--- config.mk ---
export PLATFORM = sky130hd
export DESIGN_NAME = lcsw_ctrl
export DESIGN_NICKNAME = d
export VERILOG_FILES = /design/src/rtl/lcsw_pkg.sv /design/src/rtl/lcsw_decode.sv /design/src/rtl/lcsw_arm.sv /design/src/rtl/lcsw_mode.sv /design/src/rtl/lcsw_ctrl.sv
export SDC_FILE = /design/constraint.sdc
export NUM_CORES = 1
export LEC_CHECK = 0
export BUFFER_PORTS_ARGS = -buffer_cell sky130_fd_sc_hd__buf_2
export CORE_AREA = 5 5 42 44
export DETAILED_ROUTE_END_ITERATION = 8
export DIE_AREA = 0 0 47 49
export PLACE_DENSITY_LB_ADDON = 0.1
export SYNTH_ARGS = -nofsm -noshare
export SYNTH_HDL_FRONTEND = slang
export SYNTH_SLANG_ARGS = --single-unit
--- constraint.sdc ---
create_clock -name clk -period 1.4 [get_ports clk]
set_input_delay 0 -clock clk [delete_from_list [all_inputs] [get_ports clk]]
set_output_delay 0 -clock clk [all_outputs]
set_load 0.05 [all_outputs]
--- src/rtl/lcsw_pkg.sv ---
// Package: shared types for the overlay soft-switch controller.
// Assumes one bus cycle per strobe; fields are decoded from the low nibble.
package lcsw_pkg;

    // One decoded bus access, as seen by the state-holding submodules.
    typedef struct packed {
        logic hit;      // strobed access inside the switch window
        logic rnw;      // 1 = read cycle
        logic ram_rd;   // requested read source is RAM
        logic bank1;    // requested bank for the lowest window
        logic arm_sel;  // address carries the write-arming bit
    } lcsw_access_t;

endpackage

--- src/rtl/lcsw_decode.sv ---
// Module: lcsw_decode
// Matches the bus address against the sixteen-address switch window and
// splits the low nibble into its fields. Purely combinational.
// Assumes SW_BASE is aligned to the window size.
module lcsw_decode
    import lcsw_pkg::*;
#(
    parameter int              ADDR_W  = 16,
    parameter logic [ADDR_W-1:0] SW_BASE = 16'hC080
) (
    input  logic [ADDR_W-1:0] bus_addr,
    input  logic              bus_rnw,
    input  logic              bus_strobe,
    output lcsw_access_t      acc
);
    localparam int SEL_W = 4;
    localparam int TAG_W = ADDR_W - SEL_W;
    localparam logic [TAG_W-1:0] BASE_TAG = SW_BASE[ADDR_W-1:SEL_W];

    logic [SEL_W-1:0] sel;

    // Field extraction and window match for the current cycle.
    always_comb begin
        sel         = bus_addr[SEL_W-1:0];
        acc.hit     = bus_strobe && (bus_addr[ADDR_W-1:SEL_W] == BASE_TAG);
        acc.rnw     = bus_rnw;
        acc.ram_rd  = ~(sel[1] ^ sel[0]);
        acc.bank1   = sel[3];
        acc.arm_sel = sel[0];
    end
endmodule

--- src/rtl/lcsw_arm.sv ---
// Module: lcsw_arm
// Pre-write counter and RAM write enable. Reads to arming switches count up
// (saturating); ARM_READS consecutive ones set the enable. Writes to arming
// switches restart the count; non-arming switches disable and restart.
// Assumes acc is already qualified by the strobe and the window.
module lcsw_arm
    import lcsw_pkg::*;
#(
    parameter int ARM_READS = 2
) (
    input  logic         clk,
    input  logic         rst_n,
    input  lcsw_access_t acc,
    output logic         wr_en
);
    localparam int CNT_W = $clog2(ARM_READS + 1);
    localparam logic [CNT_W-1:0] CNT_LAST = CNT_W'(ARM_READS - 1);
    localparam logic [CNT_W-1:0] CNT_MAX  = CNT_W'(ARM_READS);

    logic [CNT_W-1:0] cnt;

    // Advance, restart or hold the arming sequence on each switch access.
    always_ff @(posedge clk) begin
        if (!rst_n) begin
            cnt   <= '0;
            wr_en <= 1'b0;
        end else if (acc.hit) begin
            if (!acc.arm_sel) begin
                cnt   <= '0;
                wr_en <= 1'b0;
            end else if (acc.rnw) begin
                if (cnt >= CNT_LAST) wr_en <= 1'b1;
                if (cnt != CNT_MAX)  cnt   <= cnt + 1'b1;
            end else begin
                cnt <= '0;
            end
        end
    end

    // enable only ever rises right after an arming read
    a_r5_rise_after_read: assert property (@(posedge clk) disable iff (!rst_n)
        $rose(wr_en) |-> $past(acc.hit && acc.rnw && acc.arm_sel));

    // a lone arming read from a fresh count does not enable
    a_r5_single_read: assert property (@(posedge clk) disable iff (!rst_n)
        (ARM_READS > 1 && acc.hit && acc.rnw && acc.arm_sel && cnt == '0 && !wr_en)
        |=> !wr_en);

    // non-arming switch access disables writes
    a_r4_disable: assert property (@(posedge clk) disable iff (!rst_n)
        (acc.hit && !acc.arm_sel) |=> (!wr_en && cnt == '0));

    // write to arming switch leaves enable alone and restarts the count
    a_r6_write_holds: assert property (@(posedge clk) disable iff (!rst_n)
        (acc.hit && acc.arm_sel && !acc.rnw) |=> ($stable(wr_en) && cnt == '0));

    // idle cycles touch neither count nor enable
    a_r8_arm_idle: assert property (@(posedge clk) disable iff (!rst_n)
        !acc.hit |=> ($stable(cnt) && $stable(wr_en)));
endmodule

--- src/rtl/lcsw_mode.sv ---
// Module: lcsw_mode
// Holds the read-source and bank selections; every switch access, read or
// write, loads both from the decoded address. Assumes qualified acc.
module lcsw_mode
    import lcsw_pkg::*;
(
    input  logic         clk,
    input  logic         rst_n,
    input  lcsw_access_t acc,
    output logic         ram_rd,
    output logic         bank1
);
    // Load read source and bank on any switch access.
    always_ff @(posedge clk) begin
        if (!rst_n) begin
            ram_rd <= 1'b0;
            bank1  <= 1'b0;
        end else if (acc.hit) begin
            ram_rd <= acc.ram_rd;
            bank1  <= acc.bank1;
        end
    end

    // reset state is ROM read, bank 2
    a_r1_reset_mode: assert property (@(posedge clk)
        !rst_n |=> (!ram_rd && !bank1));

    // selections hold when no switch is touched
    a_r8_mode_idle: assert property (@(posedge clk) disable iff (!rst_n)
        !acc.hit |=> ($stable(ram_rd) && $stable(bank1)));
endmodule

--- src/rtl/lcsw_ctrl.sv ---
// Module: lcsw_ctrl (top)
// Soft-switch controller for a RAM card overlaying ROM: decodes switch
// accesses and drives read source, bank select and RAM write enable.
// Outputs are registered and change the cycle after a strobed access.
// Assumes one strobe per bus cycle; a read-modify store appears as a read
// strobe followed by a write strobe.
module lcsw_ctrl
    import lcsw_pkg::*;
#(
    parameter int                ADDR_W    = 16,
    parameter logic [ADDR_W-1:0] SW_BASE   = 16'hC080,
    parameter int                ARM_READS = 2
) (
    input  logic              clk,
    input  logic              rst_n,
    input  logic [ADDR_W-1:0] bus_addr,
    input  logic              bus_rnw,
    input  logic              bus_strobe,
    output logic              ram_rd_sel,
    output logic              ram_wr_en,
    output logic              bank1_sel
);
    lcsw_access_t acc;

    lcsw_decode #(.ADDR_W(ADDR_W), .SW_BASE(SW_BASE)) u_decode (
        .bus_addr   (bus_addr),
        .bus_rnw    (bus_rnw),
        .bus_strobe (bus_strobe),
        .acc        (acc)
    );

    lcsw_arm #(.ARM_READS(ARM_READS)) u_arm (
        .clk   (clk),
        .rst_n (rst_n),
        .acc   (acc),
        .wr_en (ram_wr_en)
    );

    lcsw_mode u_mode (
        .clk    (clk),
        .rst_n  (rst_n),
        .acc    (acc),
        .ram_rd (ram_rd_sel),
        .bank1  (bank1_sel)
    );

    // base switch gives RAM read, bank 2, writes off
    a_r9_base_switch: assert property (@(posedge clk) disable iff (!rst_n)
        (bus_strobe && bus_addr == SW_BASE) |=> (ram_rd_sel && !bank1_sel && !ram_wr_en));

    // reset leaves writes disabled
    a_r1_reset_wr: assert property (@(posedge clk)
        !rst_n |=> !ram_wr_en);
endmodule

== Word level (Yosys, flattened, before mapping) ==
Cells that the tools add are included.

* Bits in read-only memories: 0
* Memory bits (writable): 0
* Output and inout bits: 3
* Flip-flop bits (word level): 5
* Bits in latches: 0
* Memories kept: 0
* Bits of input ports: 20

* Reduce and logical (&&, ||, !) cells: 3
* Bitwise gates (word level): 2
* Magnitude comparators: 1
* Div/mod/pow operators: 0
* Shift-type cells: 0
* Equality and inequality tests: 5
* Add/sub/neg operators: 1
* $mul: 0
* Mux-type cells: 6

{| class="wikitable"
|+ Operator list
! cell !! number
|-
| $eq 12x12->1 const B || 1
|-
| $mux 2 || 3
|-
| $ne 2x1->1 const B || 2
|-
| $mux 1 || 3
|-
| $ne 3x2->1 const B || 1
|-
| $reduce_and 3->1 || 1
|-
| $add 2x1->2 const B || 1
|-
| $ge 2x1->1 const B || 1
|-
| $ne 2x2->1 const B || 1
|-
| $reduce_and 2->1 || 1
|-
| $logic_and 1x1->1 || 1
|-
| $not 1->1 || 1
|-
| $xor 1x1->1 || 1
|}

== Longest topological paths before layout ==
* Depth in word-level cells: 4
* Mapped depth: 4
* Mapped depth without buffers: 4

== Hierarchy ==
Synthesis repeated with hierarchy kept, for this count alone.

* Cell total of the unflattened synthesis: 34
* Area, all modules: 304.0 sq um

{| class="wikitable"
|+ By module, submodules not included
! module !! instances !! cells an instance !! area each (sq um) !! sequential area each (sq um)
|-
| lcsw_arm || 1 || 19 || 162.7 || 60.1
|-
| lcsw_mode || 1 || 6 || 72.6 || 40.0
|-
| lcsw_decode || 1 || 9 || 68.8 || 0.0
|}

== Worst setup path before layout ==
No wires, ideal clock.

* Path kind: register to register
* From: register u_arm.cnt[0]
* To: register u_arm.cnt[1]
* Clock period less this slack: 1.152 ns
* Library setup time: 0.075 ns
* Setup slack: 0.248 ns
* Arrival: 1.078 ns
* Stages on the path, launching flop included: 5
* Path buffers: 0
* Required time: 1.325 ns
* Cells stage by stage: dfxtp_1 -> inv_1 -> ha_1 -> or3_1 -> o22ai_1

* Longest elaborated chain between the ends: 4
* Elaborated cells between the ends (all ways): 7
* Those cells by class: add/sub (1); eq/ne (2); mux (3); reduce/logical (1)

{| class="wikitable"
|+ Ends and longest elaborated chain
! element !! RTL line !! source
|-
| from (decl) || lcsw_arm.sv:20 || <nowiki>logic [CNT_W-1:0] cnt;</nowiki>
|-
| from (signal assigned) || lcsw_arm.sv:33 || <nowiki>if (cnt != CNT_MAX) cnt <= cnt + 1'b1;</nowiki>
|-
| $add 2x1->2 || lcsw_arm.sv:33 ||
|-
| $mux 2 || lcsw_arm.sv:33 ||
|-
| $mux 2 || lcsw_arm.sv:31 || <nowiki>end else if (acc.rnw) begin</nowiki>
|-
| $mux 2 || lcsw_arm.sv:28 || <nowiki>if (!acc.arm_sel) begin</nowiki>
|}

Parallel ways exist; a longest one is shown, timed or not. The select of a mux whose other input is x is not followed.
A chain may end at the register's enable or synchronous reset.

== Worst setup path in the final report ==
* From: register u_arm.cnt[0]
* To: register u_arm.cnt[0]

Same word-level chain as after synthesis.

==> impl_metrics.sql <==
INSERT INTO impl_metrics (metric_group, metric, value, unit) VALUES
('run_status', 'outcome', 'finished, final reports clean', ''),
('synth', 'synth_edf_count', '0', ''),
('global_route', 'grt_pass1_wl', '1.06', 'mm'),
('finish', 'nNetsFinal', '79', ''),
('synth', 'synth_fp_nets', '52', ''),
('synth', 'synth_top_flop_cell', 'sky130_fd_sc_hd__dfxtp_1', ''),
('setup_path', 'timing.setup.critical_path_class', 'reg2reg', ''),
('clock_network', 'cts.reportedPaths.clkPinSlew', '0.04', 'ns'),
('synth', 'syn_inst', '30', ''),
('placed_design', 'placedCellCount', '68', ''),
('power_and_ir_drop', 'power-per-cell-area', '762', 'nW/um^2'),
('sta', 'fin_crit_sh', '90.3', '%'),
('sta', 'final_period_minus_worst_setup_slack', '1.26', 'ns'),
('clock_network', 'cts.sink_count', '5', ''),
('synth', 'synth.distinct_cells', '17', ''),
('routing', 'avgRoutedWirePerCell', '9.69', 'um'),
('hold_path', 'hold_class', 'in2reg', ''),
('die', 'die_y', '49', 'um'),
('routing', 'vias', '311', ''),
('sta', 'fmax', '0.791', 'GHz'),
('synth', 'ffs_latches_synth', '5', ''),
('die', 'rows', '14', ''),
('clock_network', 'htree_num_levels', '1', ''),
('sta', 'finalSetupTns', '0', 'ns'),
('synth', 'synth_sequential_area_ratio', '33.8', '%'),
('sta', 'maxSlewHeadroom', '77.1', '%'),
('finish', 'final_core_util', '32.5', '%'),
('power_and_ir_drop', 'vdd.ir_drop.worst', '0.483', 'mV'),
('global_route', 'overflow', '0', ''),
('job', 'cap_viol_max_count', '0', ''),
('sta', 'final-hold-violation-count', '0', ''),
('clock_network', 'clkLatencyLatePin', '0.23', 'ns'),
('synth', 'synth-async-reset-ratio', '0', '%'),
('sta', 'clock_skew', '0.00159', 'ns'),
('clock_network', 'clockRootBuffer', 'sky130_fd_sc_hd__clkbuf_4', ''),
('clock_network', 'post_cts_buffers', '0', ''),
('global_route', 'antenna_found_initial', '0', ''),
('die', 'boundaryPins', '23', ''),
('clock_network', 'post_cts_resize_count', '0', ''),
('synth', 'syn_area_per_cell', '9.88', 'um^2'),
('finish', 'layout-drive-gt1-share', '48.2', '%'),
('routing', 'wirelength', '698', 'um'),
('die', 'horizontal_die_dimension', '47', 'um'),
('sta', 'worst-slew-pin-transition', '0.340', 'ns'),
('setup_path', 'rrSetupSlack', '0.14', 'ns'),
('synth', 'synth_top_cell_by_area', 'sky130_fd_sc_hd__dfxtp_1', ''),
('setup_path', 'worst-endpoint-arrival', '1.42', 'ns'),
('finish', 'layout.filler_cells', '162', ''),
('sta', 'setup_viol', '0', ''),
('sta', 'postLayoutSetupSlackWorst', '0.136', 'ns'),
('sta', 'final-max-slew-violation-count', '0', ''),
('placed_design', 'gp_congestion', '0.622', ''),
('finish', 'num_antenna_cells', '0', ''),
('global_route', 'largest_net_degree_at_the_start_of_global_routing', '8', ''),
('clock_network', 'cts_hold_buf', '0', ''),
('finish', 'finish.cell_count_without_fillers', '72', ''),
('finish', 'flow.area_growth_from_synthesis', '53.6', '%'),
('clock_network', 'cts.path.max_buffers', '2', ''),
('finish', 'sequential_cell_area', '100', 'um^2'),
('global_route', 'grt_pass1_vias', '281', ''),
('placed_design', 'preCtsSetupSlack', '0.146', 'ns'),
('global_route', 'gr-usage-all-layers', '6.33', '%'),
('synth', 'netlist_top_cells_area', 'sky130_fd_sc_hd__dfxtp_1 34%, sky130_fd_sc_hd__ha_1 8.4%, sky130_fd_sc_hd__nand4_4 7.2%, sky130_fd_sc_hd__nor4_4 7.2%, sky130_fd_sc_hd__mux2i_1 6.8%', ''),
('setup_path', 'worst_setup_path_end_kind', 'register', ''),
('power_and_ir_drop', 'leakage', '0.000221', 'uW'),
('setup_path', 'critPathLaunchType', 'register', ''),
('finish', 'multiInputGateArea', '189', 'um^2'),
('synth', 'synth_top_cell_area_share', '33.8', '%'),
('routing', 'drt_pre_antenna_iters', '3', ''),
('die', 'floorplan.initialDensity', '21.2', '%'),
('die', 'floorplan.die_area', '2300', 'um^2');
cells in the final DEF, fill, tap and decap left out, types with 2 or more instances in the layout:
| cell type | synthesis | routed |
|---|---|---|
| sky130_fd_sc_hd__dfxtp_1 | 5 | 5 |
| sky130_fd_sc_hd__o22ai_1 | 2 | 2 |
| sky130_fd_sc_hd__nor2b_1 | 2 | 2 |
| sky130_fd_sc_hd__clkbuf_4 | 0 | 3 |
| sky130_fd_sc_hd__mux2i_1 | 2 | 2 |
| sky130_fd_sc_hd__nand2_1 | 5 | 5 |
| sky130_fd_sc_hd__ha_1 | 2 | 2 |
| sky130_fd_sc_hd__buf_2 | 0 | 21 |
| sky130_fd_sc_hd__inv_1 | 2 | 2 |
stage by stage:
step / power (uW) / instance area [um^2] / hold slack [ns]
CTS: 360 / 455 / 0.00928
global placement: 188 / 429 / 0.267
floorplan: 156 / 297 / 0.128
finish: 347 / 455 / 0.0197
global route: 371 / 455 / 0.0133
detailed placement: 189 / 429 / 0.260
registers in the layout, summed over array words and instances, names as in the netlist:
name,cells
u_mode.ram_rd,1
u_arm.cnt,2
u_mode.bank1,1
u_arm.wr_en,1
power breakdown:
part	leakage, uW	switching [uW]	total, uW	internal [uW]
registers	0.0000402	0.00312	143	143
clock network	0.0000150	54.4	162	107
logic	0.000166	18.1	42.3	24.3
total	0.000221	72.5	347	275
worst max-delay path, stage by stage, from the launching register on:
cell and delay [ns]:
sky130_fd_sc_hd__dfxtp_1 0.32, sky130_fd_sc_hd__inv_1 0.07, sky130_fd_sc_hd__ha_1 0.20, sky130_fd_sc_hd__or3_1 0.40
sky130_fd_sc_hd__o22ai_1 0.19
worst paths after layout:
kind,startpoint,end,cells after the start
worst max-delay path,u_arm.cnt[0],u_arm.cnt[0],4
worst min-delay path,bus_addr[3],u_mode.bank1,3
worst max register to register,u_arm.cnt[0],u_arm.cnt[0],4
worst min register to register,u_arm.cnt[0],u_arm.cnt[0],2
cell type report:
| cell class | instances | share of cell area, % |
|---|---|---|
| sequential | 5 | 22.0 |
| timing repair buffer | 22 | 24.7 |
| multi-input combinational | 23 | 41.5 |
| inverter | 2 | 1.65 |
| clock buffer | 4 | 5.77 |
| tap | 16 | 4.40 |
layer usage:
layer / GRT usage (%) / wire length (um)
met3: 4.06 / 112
met1: 5.92 / 248
met2: 10.4 / 336
met4: 2.76 / 0
met5: 0 / 0
kinds of logic after synthesis:
group	synth area share, %
compound gates	10.1
simple gates	35.4
buf+inv	2.53
mux	6.75
flops	33.8
fa+ha+maj	8.44
xor+xnor	2.95
(Power assumes the default switching activity.)
